`src/rtl/cseg_pkg.sv`:
```
package cseg_pkg;

    localparam int SEG_N = 7;

    typedef struct packed {
        logic hi;
        logic lo;
    } cnt_t;

    typedef logic [SEG_N-1:0] seg_t;

    // Next count: R3 clear takes priority over the R2 advance.
    function automatic cnt_t cnt_next(cnt_t cur, logic clr);
        cnt_t nxt;
        if (clr) begin
            nxt = '0;
        end else begin
            nxt.lo = ~cur.lo;
            nxt.hi = cur.hi ^ cur.lo;
        end
        return nxt;
    endfunction

    // Glyph for the count, segments ordered {A,B,C,D,E,F,G}.
    function automatic seg_t glyph(cnt_t cur);
        logic sa, sb, sc, sd, se, sf, sg;
        sa = ~(~cur.hi & cur.lo);
        sb = 1'b1;
        sc = ~(cur.hi & ~cur.lo);
        sd = sa;
        se = ~cur.lo;
        sf = ~cur.hi & ~cur.lo;
        sg = cur.hi;
        return {sa, sb, sc, sd, se, sf, sg};
    endfunction

endpackage

```
`src/rtl/cseg_state.sv`:
```
module cseg_state
    import cseg_pkg::*;
(
    input  logic clk,
    input  logic rst,
    output cnt_t cnt
);

    always_ff @(posedge clk) begin
        cnt <= cnt_next(cnt, rst);
    end

endmodule

```
`src/rtl/cseg_decode.sv`:
```
module cseg_decode
    import cseg_pkg::*;
(
    input  cnt_t cnt,
    input  logic rst,
    output seg_t seg
);

    seg_t raw;

    assign raw = glyph(cnt);

    // Each segment line is gated by the clear input.
    for (genvar i = 0; i < SEG_N; i++) begin : g_blank
        assign seg[i] = raw[i] & ~rst;
    end

endmodule

```
`src/rtl/cseg_counter_top.sv`:
```
module cseg_counter_top
    import cseg_pkg::*;
(
    input  logic             clk,
    input  logic             rst,
    output logic             cnt_hi,
    output logic             cnt_lo,
    output logic [SEG_N-1:0] seg
);

    cnt_t cnt_q;

    cseg_state u_state (
        .clk (clk),
        .rst (rst),
        .cnt (cnt_q)
    );

    cseg_decode u_decode (
        .cnt (cnt_q),
        .rst (rst),
        .seg (seg)
    );

    assign cnt_hi = cnt_q.hi;
    assign cnt_lo = cnt_q.lo;

endmodule

```
`config.mk`:
```
export PLATFORM = sky130hd
export DESIGN_NAME = cseg_counter_top
export DESIGN_NICKNAME = d
export VERILOG_FILES = /design/src/rtl/cseg_pkg.sv /design/src/rtl/cseg_state.sv /design/src/rtl/cseg_decode.sv /design/src/rtl/cseg_counter_top.sv
export SDC_FILE = /design/constraint.sdc
export NUM_CORES = 1
export LEC_CHECK = 0
export ABC_CLOCK_PERIOD_IN_PS = 1000
export BUFFER_PORTS_ARGS = -buffer_cell sky130_fd_sc_hd__buf_2
export CAP_MARGIN = 40
export CORE_AREA = 2 2 39 41
export CTS_CLUSTER_DIAMETER = 50
export CTS_CLUSTER_SIZE = 40
export DETAILED_ROUTE_END_ITERATION = 12
export DIE_AREA = 0 0 41 43
export MAX_ROUTING_LAYER = met4
export PLACE_DENSITY = 0.3
export SETUP_SLACK_MARGIN = 0.02
export SLEW_MARGIN = 30
export SYNTH_ARGS = -nofsm -noshare
export SYNTH_HDL_FRONTEND = slang
export SYNTH_SLANG_ARGS = --single-unit
```
`constraint.sdc`:
```
create_clock -name clk -period 1 [get_ports clk]
set_input_delay 0.1 -clock clk [delete_from_list [all_inputs] [get_ports clk]]
set_output_delay 0.1 -clock clk [all_outputs]
set_load 0.05 [all_outputs]
```
==> results_dict.tcl <==
set metrics [dict create \
    wl_um 346 \
    hold_depth 2 \
    avgRoutedWirePerCell_um 7.522 \
    routabilityCongestion 0.6454 \
    crit_fanout 3 \
    slew_headroom_pct 82.25 \
    syn_area_sq_um 130.1 \
    fin_crit_sh_pct 115.1 \
    overflow 0 \
    critPathMaxStageDelay_ns 0.36 \
    rsz0062_at_grt "true" \
    rr_worst_depth 3 \
    period_minus_slack_ns 1.151 \
    synth-seq-area-share_pct 30.77 \
    synth_top_family_by_area "adder cells" \
    dp.final_hpwl_um 233.7 \
    power.density_nw_per_um2 1461 \
    yosys.area_share.xor_xnor_pct 0 \
    grt_usage_pct 4.825 \
    cp-end-kind "primary output" \
    synth-seq-cells 2 \
    crit_arrival_ns 1.05 \
    final-hold-violation-count 0 \
    numCtsBuffers 3 \
    port-buffer-count 10 \
    largest_reg_flops 2 \
    place_ws_ns -0.05607 \
    tightest_slew_ns 0.2662 \
    grt_max_degree 9 \
    nFillCells 154 \
    synth_fa_ha_area_share_pct 28.85 \
    fin_worst_skew_ns 0.0005117 \
    hold_class "in -> reg" \
    largestRegisters "u_state.cnt x2" \
    top_register "u_state.cnt" \
    crit_slowest_cell "dfxtp_4" \
    final_nets 37 \
    slew_viol_final 0 \
    peakVddDrop_mv 0.5473 \
    worstPathRequired_ns 0.90 \
    crit_chain "inv_4, ha_4, nor2b_4, buf_8" \
    grt_first_pass_wirelength_um 489 \
    ant_nets 0 \
    clk_transition_reported_paths_ns 0.03 \
    cts_buffer_depth 2 \
    ys_warn_count 0 \
    cts-root-buf "clkbuf_4" \
    leakage_nw 0.1612 \
    synth.mux.area_fraction_pct 0 \
    status "complete, but fails checks" \
    yosysUniqueCellTypes 6 \
    synth_area_per_cell_sq_um 8.133 \
    critPathKind "reg -> out" \
    cp.depth 4 \
    synth_nets 21 \
    violations "setup timing" \
    drtIter0Drc 0 \
    num_io_pins 11 \
    die_w_um 41 \
    h-tree-depth 1 \
    start_util_pct 9.403 \
    via_per_inst 3.304 \
    drive_gt1_share_pct 86.67 \
    fin_ws_ns -0.1506 \
    cts_tree "done" \
    final_util_pct 26.85 \
    crit_buf_inv 2 \
    dr.pass1.iters 1 \
    die_area_sq_um 1763 \
    die_h_um 43 \
    start_kind "register" \
    timing.fmax_ghz 0.8691 \
    antenna_found_initial 0 \
    num_vias 152 \
    setup_viol 6 \
    core_area_sq_um 1384 \
    grt_pass1_vias 128 \
    max_cap_viol_count 0 \
    drc 0 \
    synthCells 16 \
    clock-sinks 2 \
    n_antenna_cell 0 \
    synth_compound_area_share_pct 0 \
    row_count 14 \
    yosys.area_share.simple_pct 25.96 \
    cp_top_family "flip-flops" \
    clk_latency_ns 0.22 \
    syn_to_final_growth_pct 185.6 \
]
## final cells by class
| type | instances | area, sq um | share of cell area [%] |
|---|---|---|---|
| Clock buffer | 3 | 22.52 | 6.061 |
| Multi-Input combinational cell | 10 | 138.9 | 37.37 |
| Sequential cell | 2 | 47.55 | 12.79 |
| Inverter | 3 | 16.27 | 4.377 |
| Timing Repair Buffer | 12 | 126.4 | 34.01 |
| Tap cell | 16 | 20.02 | 5.387 |
## Yosys cell counts, drive strengths merged
cell type | n | area share [%]
dfxtp | 2 | 31
ha | 3 | 29
nor2 | 4 | 12
buf | 1 | 5.8
nor2b | 3 | 14
inv | 3 | 8.7
## layer usage
metal	up-vias	track usage [%]	share of wire, %
li1	75	-	-
met4	0	8.000	5.2
met5	-	-	0
met2	9	5.000	46
met3	2	1.571	6.9
met1	66	5.112	41
## path summary, 6_finish.rpt
| path | startpoint | end | slack, ns |
|---|---|---|---|
| worst max-delay path | u_state.cnt[0]$_SDFF_PP0_ | seg[1] | -0.15 |
| worst min-delay path | rst | u_state.cnt[0]$_SDFF_PP0_ | 0.22 |
| worst max register to register | u_state.cnt[0]$_SDFF_PP0_ | u_state.cnt[1]$_SDFF_PP0_ | 0.13 |
| worst min register to register | u_state.cnt[0]$_SDFF_PP0_ | u_state.cnt[0]$_SDFF_PP0_ | 0.57 |
## what timing repair did
item | CTS | global route
resized for setup | 21 | 5
pin swaps | 3 | 0
setup endpoints to repair | 7 | 8
setup buffers | 1 | 0
hold buffers | 0 | 0
gates cloned | 0 | 0
## where the power goes
part / internal, mW / switching, mW / total [mW]
registers: 0.0883 / 0.0130 / 0.101
logic: 0.108 / 0.156 / 0.264
clock network: 0.132 / 0.0453 / 0.178
## cells in the final DEF (no fill, tap or decap)
cell type	count
buf_6	5
ha_4	3
clkbuf_4	3
buf_8	3
nor2b_4	2
nor2_1	2
nor2_4	2
inv_4	2
buf_2	2
buf_4	2
dfxtp_4	2
inv_1	1
nor2b_1	1
## logic make-up (layout without fill, tap and decap cells)
family,after synthesis,after routing
DFF,2,2
buffers and inverters,4,18
and+or+nand+nor,7,7
adders and majority gates,3,3
## metrics by stage
step                      hold WS (ns)  TNS (ns)  power [mW]  cell area, sq um  instances
after floorplan                 0.1619   -0.6970      0.2590             181.4         16
after global placement          0.4401  -0.07220      0.2975             247.7         42
after detailed placement        0.4488  -0.07446      0.2961             247.7         42
after CTS                       0.2199   -0.8743      0.5428             352.8         46
after global routing            0.2343   -0.9910      0.5726             371.6         46
final                           0.2192   -0.7972      0.5431             371.6         46
(Power assumes the default switching activity.)
